--- src/rtl/rtc_upd_pkg.sv ---
package rtc_upd_pkg;

  typedef struct packed {
    logic incTime;     // request one-second increment
    logic evalUpdate;  // time has been incremented, evaluate flags
  } updStrobe_t;

  function automatic logic [6:0] fieldValue(input logic [7:0] raw, input logic binMode);
    logic [6:0] v;
    if (binMode) v = raw[6:0];
    else         v = 7'(raw[6:4]) * 7'd10 + 7'(raw[3:0]);
    return v;
  endfunction

  function automatic logic [6:0] hourValue(input logic [7:0] raw, input logic binMode,
                                           input logic hour24);
    logic [6:0] v;
    v = fieldValue({1'b0, raw[6:0]}, binMode);
    if (!hour24) v = (v % 7'd12) + (raw[7] ? 7'd12 : 7'd0);
    return v;
  endfunction

  function automatic logic isWild(input logic [7:0] raw);
    return raw[7:6] == 2'b11;
  endfunction

endpackage

--- src/rtl/rtc_upd_ctrl.sv ---
module rtc_upd_ctrl
  import rtc_upd_pkg::*;
#(
  parameter int TICKS_PER_SEC = 32768,
  parameter int UIP_TICKS     = 8
) (
  input  logic       clk,
  input  logic       rstN,
  input  logic       tick,
  input  logic [2:0] divSel,
  input  logic       setMode,
  output updStrobe_t strobe,
  output logic       uip
);
  localparam int CNT_W = $clog2(TICKS_PER_SEC);
  localparam logic [CNT_W-1:0] CNT_TOP   = CNT_W'(TICKS_PER_SEC - 1);
  localparam logic [CNT_W-1:0] CNT_HALF  = CNT_W'(TICKS_PER_SEC / 2);
  localparam logic [CNT_W-1:0] UIP_FIRST = CNT_W'(TICKS_PER_SEC - UIP_TICKS);

  logic [CNT_W-1:0] tickCnt;
  logic             evtPhase;
  logic             divHeld;
  logic             running;

  assign divHeld = (divSel[2:1] == 2'b11);
  assign running = !setMode && (divSel <= 3'b010);

  always_ff @(posedge clk) begin
    if (!rstN) begin
      tickCnt  <= '0;
      evtPhase <= 1'b0;
      strobe   <= '0;
    end else begin
      strobe.incTime    <= 1'b0;
      strobe.evalUpdate <= evtPhase;
      evtPhase          <= 1'b0;
      if (divHeld) begin
        tickCnt <= CNT_HALF;          // release starts mid-second
      end else if (tick) begin
        if (tickCnt == CNT_TOP) begin
          tickCnt        <= '0;
          evtPhase       <= 1'b1;
          strobe.incTime <= running;
        end else begin
          tickCnt <= tickCnt + 1'b1;
        end
      end
    end
  end

  assign uip = running && (tickCnt >= UIP_FIRST);

  AST_NO_INC_HELD: assert property (@(posedge clk) disable iff (!rstN)
    $past(divHeld) |-> !strobe.incTime);

  AST_EVAL_AFTER_INC: assert property (@(posedge clk) disable iff (!rstN)
    strobe.incTime |=> strobe.evalUpdate);

  AST_UIP_BEFORE_INC: assert property (@(posedge clk) disable iff (!rstN)
    strobe.incTime |-> $past(uip));

  AST_NO_INC_SET: assert property (@(posedge clk) disable iff (!rstN)
    $past(setMode) |-> !strobe.incTime);

endmodule

--- src/rtl/rtc_upd_dpath.sv ---
module rtc_upd_dpath
  import rtc_upd_pkg::*;
(
  input  logic       clk,
  input  logic       rstN,
  input  updStrobe_t strobe,
  input  logic       clrFlags,
  input  logic       setMode,
  input  logic       uieEn,
  input  logic       aieEn,
  input  logic       hour24,
  input  logic       binMode,
  input  logic [7:0] curHour,
  input  logic [7:0] curMin,
  input  logic [7:0] curSec,
  input  logic [7:0] almHour,
  input  logic [7:0] almMin,
  input  logic [7:0] almSec,
  output logic       ufFlag,
  output logic       afFlag,
  output logic       irqFlag
);
  logic secHit, minHit, hourHit, almMatch;
  logic uieEff;
  logic baseUf, baseAf, baseIrq;
  logic newUf, newAf;

  assign secHit  = isWild(almSec) ||
                   (fieldValue(almSec, binMode) == fieldValue(curSec, binMode));
  assign minHit  = isWild(almMin) ||
                   (fieldValue(almMin, binMode) == fieldValue(curMin, binMode));
  assign hourHit = isWild(almHour) ||
                   (hourValue(almHour, binMode, hour24) == hourValue(curHour, binMode, hour24));
  assign almMatch = secHit && minHit && hourHit;

  assign uieEff = uieEn && !setMode;

  assign baseUf  = ufFlag  && !clrFlags;
  assign baseAf  = afFlag  && !clrFlags;
  assign baseIrq = irqFlag && !clrFlags;
  assign newUf   = strobe.evalUpdate && !baseUf;
  assign newAf   = strobe.evalUpdate && almMatch && !baseAf;

  always_ff @(posedge clk) begin
    if (!rstN) begin
      ufFlag  <= 1'b0;
      afFlag  <= 1'b0;
      irqFlag <= 1'b0;
    end else begin
      ufFlag  <= baseUf | strobe.evalUpdate;
      afFlag  <= baseAf | (strobe.evalUpdate && almMatch);
      irqFlag <= baseIrq | (newUf && uieEff) | (newAf && aieEn);
    end
  end

  AST_UF_FROM_EVENT: assert property (@(posedge clk) disable iff (!rstN)
    $rose(ufFlag) |-> $past(strobe.evalUpdate));

  AST_IRQ_ENABLED: assert property (@(posedge clk) disable iff (!rstN)
    $rose(irqFlag) |-> (($past(uieEff) && ufFlag) || ($past(aieEn) && afFlag)));

  AST_CLEAR_WORKS: assert property (@(posedge clk) disable iff (!rstN)
    $past(clrFlags && !strobe.evalUpdate) |-> (!ufFlag && !afFlag && !irqFlag));

endmodule

--- src/rtl/rtc_update_alarm.sv ---
module rtc_update_alarm
  import rtc_upd_pkg::*;
#(
  parameter int TICKS_PER_SEC = 32768,
  parameter int UIP_TICKS     = 8
) (
  input  logic       clk,
  input  logic       rstN,
  input  logic       tick,
  input  logic [2:0] divSel,
  input  logic       setMode,
  input  logic       uieEn,
  input  logic       aieEn,
  input  logic       hour24,
  input  logic       binMode,
  input  logic [7:0] curHour,
  input  logic [7:0] curMin,
  input  logic [7:0] curSec,
  input  logic [7:0] almHour,
  input  logic [7:0] almMin,
  input  logic [7:0] almSec,
  input  logic       clrFlags,
  output logic       incTime,
  output logic       uip,
  output logic       ufFlag,
  output logic       afFlag,
  output logic       irqFlag
);
  updStrobe_t strobe;

  rtc_upd_ctrl #(
    .TICKS_PER_SEC(TICKS_PER_SEC),
    .UIP_TICKS    (UIP_TICKS)
  ) i_ctrl (
    .clk    (clk),
    .rstN   (rstN),
    .tick   (tick),
    .divSel (divSel),
    .setMode(setMode),
    .strobe (strobe),
    .uip    (uip)
  );

  rtc_upd_dpath i_dpath (
    .clk     (clk),
    .rstN    (rstN),
    .strobe  (strobe),
    .clrFlags(clrFlags),
    .setMode (setMode),
    .uieEn   (uieEn),
    .aieEn   (aieEn),
    .hour24  (hour24),
    .binMode (binMode),
    .curHour (curHour),
    .curMin  (curMin),
    .curSec  (curSec),
    .almHour (almHour),
    .almMin  (almMin),
    .almSec  (almSec),
    .ufFlag  (ufFlag),
    .afFlag  (afFlag),
    .irqFlag (irqFlag)
  );

  assign incTime = strobe.incTime;

endmodule

--- config.mk ---
export PLATFORM = sky130hd
export DESIGN_NAME = rtc_update_alarm
export DESIGN_NICKNAME = d
export VERILOG_FILES = /design/src/rtl/rtc_upd_pkg.sv /design/src/rtl/rtc_upd_ctrl.sv /design/src/rtl/rtc_upd_dpath.sv /design/src/rtl/rtc_update_alarm.sv
export SDC_FILE = /design/constraint.sdc
export NUM_CORES = 1
export LEC_CHECK = 0
export CAP_MARGIN = 20
export CORE_ASPECT_RATIO = 2
export CORE_MARGIN = 1.5
export CORE_UTILIZATION = 30
export CTS_CLUSTER_DIAMETER = 120
export CTS_CLUSTER_SIZE = 10
export DETAILED_ROUTE_END_ITERATION = 16
export DONT_BUFFER_PORTS = 1
export SETUP_SLACK_MARGIN = 0.4
export SYNTH_ARGS = -nofsm -noshare
export SYNTH_HDL_FRONTEND = slang
export SYNTH_SLANG_ARGS = --single-unit
--- constraint.sdc ---
create_clock -name clk -period 3.83 [get_ports clk]
set_input_delay 0.1915 -clock clk [delete_from_list [all_inputs] [get_ports clk]]
set_output_delay 0.1915 -clock clk [all_outputs]
set_load 0.005 [all_outputs]
After elaboration in Yosys (flattened, before gate mapping):

Cells that the tools add are included.
W data, S select, Z words.

* register bits after elaboration: 21
* input bits: 60
* output and inout port bits: 5
* logic and storage cells: 80

* eq/ne operators: 8
* order comparisons: 2
* multiplexer cells: 14
* $mul: 6
* divide/modulo/power cells: 2
* add/subtract/negate cells: 9
* reductions and logical operators: 24
* bitwise logic cells: 7

Operators with widths (count)
* $mux W7: 8
* $mux W15: 3
* $add A7 B4 Y7: 6
* $mul A3 B3 Y6 const B: 6
* $eq A7 B7 Y1: 3
* $add A15 B1 Y15 const B: 1
* $eq A15 B15 Y1 const B: 1
* $ge A15 B15 Y1 const B: 1
* $add A7 B7 Y7: 2
* $mod A7 B4 Y7 const B: 2
* $logic_and A1 B1 Y1: 13
* $eq A2 B2 Y1 const B: 4
* $mux W4: 2
* $logic_not A1 Y1: 4
* $or A1 B1 Y1: 4
* $reduce_or A4 Y1: 1
* $le A3 B2 Y1 const B: 1
* $logic_or A1 B1 Y1: 3
* $not A1 Y1: 3
* $reduce_or A3 Y1: 1
* $reduce_bool A2 Y1: 1
* $reduce_or A2 Y1: 1
* $mux W1: 1

Longest topological paths before layout:

* depth in word-level cells: 13
* mapped depth: 18
* mapped depth without buffers: 17

By module:

A second synthesis with hierarchy kept.

* cells, all modules: 381
* area, all modules: 3226.8 µm²

By module, submodules not included
* rtc_upd_dpath: cells an instance 283, instances 1, sequential area each 60.1 µm², area an instance 2353.5 µm²
* rtc_upd_ctrl: cells an instance 98, instances 1, sequential area each 360.3 µm², area an instance 873.3 µm²

Least setup slack after synthesis:

Ideal clock, no wire load.

* path kind: in2reg
* from: in curHour[1]
* to: reg i_dpath.irqFlag
* slack: 107 ps
* data required time: 3743 ps
* stages: 16
* path buffers: 0
* library setup time: 87 ps
* arrival time: 3636 ps
* path through: ha_1 fa_1 a21oi_1 nor4_1 a311oi_4 mux2_2 a21oi_1 o21a_1 ha_1 fa_1 xor2_1 nor3_1 a31oi_1 nor3_1 a22oi_1 o31ai_1

* cells in the longest elaborated chain, start to end: 12

Ends and longest elaborated chain
* from (decl): RTL line rtc_update_alarm.sv:16 `input logic [7:0] curHour,`
* $add A7 B4 Y7: RTL line rtc_upd_pkg.sv:11 `else v = 7'(raw[6:4]) * 7'd10 + 7'(raw[3:0]);`
* $mux W7 *: RTL line rtc_upd_pkg.sv:10 `if (binMode) v = raw[6:0];`
* $mod A7 B4 Y7: RTL line rtc_upd_pkg.sv:19 `if (!hour24) v = (v % 7'd12) + (raw[7] ? 7'd12 : 7'd0);`
* $add A7 B7 Y7: RTL line rtc_upd_pkg.sv:19
* $mux W7 *: RTL line rtc_upd_pkg.sv:19
* $eq A7 B7 Y1 *: RTL line rtc_upd_dpath.sv:33 `(hourValue(almHour, binMode, hour24) == hourValue(curHour, binMode, hour24));`
* $logic_or A1 B1 Y1 *: RTL line rtc_upd_dpath.sv:32 `assign hourHit = isWild(almHour) ||`
* $logic_and A1 B1 Y1 *: RTL line rtc_upd_dpath.sv:34 `assign almMatch = secHit && minHit && hourHit;`
* $logic_and A1 B1 Y1 * (2 in series): RTL line rtc_upd_dpath.sv:42 `assign newAf = strobe.evalUpdate && almMatch && !baseAf;`
* $logic_and A1 B1 Y1 *: RTL line rtc_upd_dpath.sv:52 `irqFlag <= baseIrq | (newUf && uieEff) | (newAf && aieEn);`
* $or A1 B1 Y1 *: RTL line rtc_upd_dpath.sv:52
* to (signal assigned): RTL line rtc_upd_dpath.sv:52
* to (decl): RTL line rtc_upd_dpath.sv:21 `output logic irqFlag`

Every way passes the cells marked *; elsewhere a longest branch is shown, timed or not.
A chain may end at the register's enable or synchronous reset.

Worst setup path in the final report:

* from: in almHour[1]
* to: reg i_dpath.irqFlag

* cells in the longest elaborated chain, start to end: 12

Ends and longest elaborated chain
* from (decl): RTL line rtc_update_alarm.sv:19 `input logic [7:0] almHour,`
* $add A7 B4 Y7: RTL line rtc_upd_pkg.sv:11
* $mux W7 *: RTL line rtc_upd_pkg.sv:10
* $mod A7 B4 Y7: RTL line rtc_upd_pkg.sv:19
* $add A7 B7 Y7: RTL line rtc_upd_pkg.sv:19
* $mux W7 *: RTL line rtc_upd_pkg.sv:19
* $eq A7 B7 Y1 *: RTL line rtc_upd_dpath.sv:33
* $logic_or A1 B1 Y1 *: RTL line rtc_upd_dpath.sv:32
* $logic_and A1 B1 Y1 *: RTL line rtc_upd_dpath.sv:34
* $logic_and A1 B1 Y1 * (2 in series): RTL line rtc_upd_dpath.sv:42
* $logic_and A1 B1 Y1 *: RTL line rtc_upd_dpath.sv:52
* $or A1 B1 Y1 *: RTL line rtc_upd_dpath.sv:52

Marks and branches as above.

==> metrics <==
crit path max fanout 6; switching portion of total power 34.9%; vias 2783; post-synth cell types 58; CP max stage delay 0.43 ns; largest net degree at the start of global routing 36; final slew viol count 0; # Max-Cap Violations 0; Cell Area, Synth 0.00316 mm^2; critical path class primary input to register; Seq/Total Area, Yosys 13.3%; Hold Crit Class primary input to register; Routed WL per cell 15.1 um; H-tree Lvls 1; total CTS buffers 3; final period demand of the worst path 3.43 ns; Post-synth top cells ha_1, xnor2_1, nor2_1, xor2_1, inv_1; Slew @ Worst Pin 0.788 ns; net load switching power 0.330 mW; Die ar. 0.0112 mm^2; sequential share of power 23.5%; Rows 52; unrepaired setup endpoints after global routing yes; startpoint types primary input; dpl ws 0.0918 ns; Residual DRC 0; Final Worst Setup Slack 0.397 ns; Post-CTS Hold Buffers 0; Pleak 1.32 nW; Cells after DPL 513; TritonCTS clock tree yes; clk buf depth 2; Die Height 148 um; PD cells 261 mW/mm^2; Initial Util 31.1%; placed cell area 0.00340 mm^2; DRT iter0 DRCs 44; synth warn 0; clk_skew 0.00335 ns; n_diodes 0; first-pass GRT wire length 12.1 mm; Final Cycle Share 89.6%; share of flip-flops with an asynchronous set or reset 0%; fraction of layout cells with a size suffix above 1 12.2%; syn_nets 487; antenna viol nets, final 0; final hold vios 0; largest area contributor in the netlist ha_1; R2R setup slack 1.60 ns; cell internal pwr 0.615 mW; worst rel slew slack 47.4%; FILL cells 1085; final std cells w/o fill 521; die width 75.5 um; combinational share of power 53.3%; ranking of synthesized cells by area ha_1, dfxtp_1, xnor2_1; Net count, final 495; Synth Instances 379; Clock power frac 23.2%; I/O pin count 65; core area 0.0101 mm^2; DRT Pass-1 Iters 4; Post-synth top flop dfxtp_1; Worst IR Drop VDD 229 uV; global route total overflow 0; initial antenna violation count 0; vias in the first global route 2853; Seq cells post-synth 21; clock slew at reported path FFs 0.05 ns; status complete, no violations; TritonCTS Sinks 21; I/O Buffers 0; EDFF count, synth 0; Routed WL 7.88 mm; CP max stage cell fa_1; area grow syn2layout 14.7%; Yosys top cell area share 15.9%; clock root buffer master clkbuf_16; average size of a mapped cell 8.33 um^2; post-detail-place hpwl 6.63 mm; crit path cell chain ha_2, fa_2, a21oi_4, nor4b_4, a311oi_4, buf_6, mux2_4, a21oi_2, o21a_1, ha_2, fa_1, xor2_1, nor3_1, a31oi_1, nor3_1, a22oi_2, o31ai_1; Via density 5.34; gpl congestion 0.849; fmax 0.291 GHz; Design Power 0.945 mW; post-route cell area 0.00362 mm^2; CP endpoint kind register; Final setup viols 0; Tot GR Track Use 13.6%; Worst-Skew Late Latency 0.25 ns; setup TNS 0 ns; CP required 4.00 ns; WP data arrival 3.60 ns; cell with the most instances after synthesis ha_1
[layout make-up]
class | count | area, um^2 | area share [%]
multi-input combinational | 328 | 2790 | 77.0
clock buffer | 4 | 78.8 | 2.18
inverter | 25 | 93.8 | 2.59
tap | 135 | 169 | 4.67
sequential | 21 | 420 | 11.6
timing repair buffer | 8 | 71.3 | 1.97
[registers in the layout, summed over array words and instances, names as in the netlist]
register / cells
i_ctrl.evtPhase: 1
i_ctrl.strobe: 2
i_ctrl.tickCnt: 15
i_dpath.afFlag: 1
i_dpath.irqFlag: 1
i_dpath.ufFlag: 1
[what timing repair did]
item,4_1_cts,5_1_grt
pin swaps,1,12
setup buffers,1,3
setup endpoints to repair,2,2
resized for setup,2,17
[power by group through the flow]
stage          Combinational (mW)  Clock [mW]  Sequential [mW]
3_3_place_gp                0.461           0            0.226
3_5_place_dp                0.474           0            0.227
6_report                    0.504       0.219            0.222
5_1_grt                     0.560       0.229            0.222
2_1_floorplan               0.400           0            0.226
4_1_cts                     0.481       0.220            0.222
[path summary, 6_finish.rpt]
kind                                                      from                             end  cells after the start
worst max-delay path                                almHour[1]      i_dpath.irqFlag$_SDFF_PN0_                     17
worst min-delay path                                      rstN      i_dpath.irqFlag$_SDFF_PN0_                      2
worst max register to register  i_ctrl.tickCnt[5]$_SDFFE_PP0P_  i_ctrl.tickCnt[3]$_SDFFE_PP0P_                      6
worst min register to register      i_ctrl.evtPhase$_SDFF_PP0_     i_ctrl.strobe[0]$_SDFF_PN0_                      1
[metal layers]
metal	GRT usage (%)	routed length [um]	vias up
met5	0	0	-
met4	6.16	295	0
met2	28.7	4670	67
li1	-	-	1387
met1	11.6	2660	1306
met3	1.08	257	23
[per-stage QoR]
step	hold slack, ns	utilization [%]
2_1_floorplan	0.300	-
3_3_place_gp	0.305	33.5
3_5_place_dp	0.316	33.5
4_1_cts	0.0519	34.4
5_1_grt	0.0629	35.7
6_report	0.0527	35.7
[cell families (layout without fill, tap and decap cells)]
group | after synthesis | count (layout) | synth area share (%)
multiplexers | 7 | 7 | 2.34
XOR/XNOR | 64 | 64 | 17.8
buffers and inverters | 30 | 37 | 4.40
adder cells (fa/ha/maj) | 48 | 48 | 20.9
AO/OA/AOI/OAI | 81 | 81 | 19.9
AND/OR/NAND/NOR | 128 | 128 | 21.3
flip-flops | 21 | 21 | 13.3
[critical path: cells and delay by family]
| family | cells | cell delay [ns] |
|---|---|---|
| buffers and inverters | 1 | 0.18 |
| and+or+nand+nor | 3 | 0.45 |
| adders and majority gates | 4 | 1.16 |
| AOI/OAI and AO/OA | 7 | 1.13 |
| muxes | 1 | 0.31 |
| xor gates and xnor gates | 1 | 0.18 |
[cell usage in the layout, fill, tap and decap left out, types with 6 or more instances in the layout]
cell type,n
xnor2_1,39
ha_1,29
nor2_1,28
xor2_1,25
inv_1,23
nand2_1,22
dfxtp_1,21
nand3_1,13
o21ai_0,12
nor3_1,12
a21oi_1,11
o211ai_1,9
nand4_1,9
ha_4,8
nor2b_1,6
fa_1,6
Note: power is estimated with default switching activity, not from simulation.
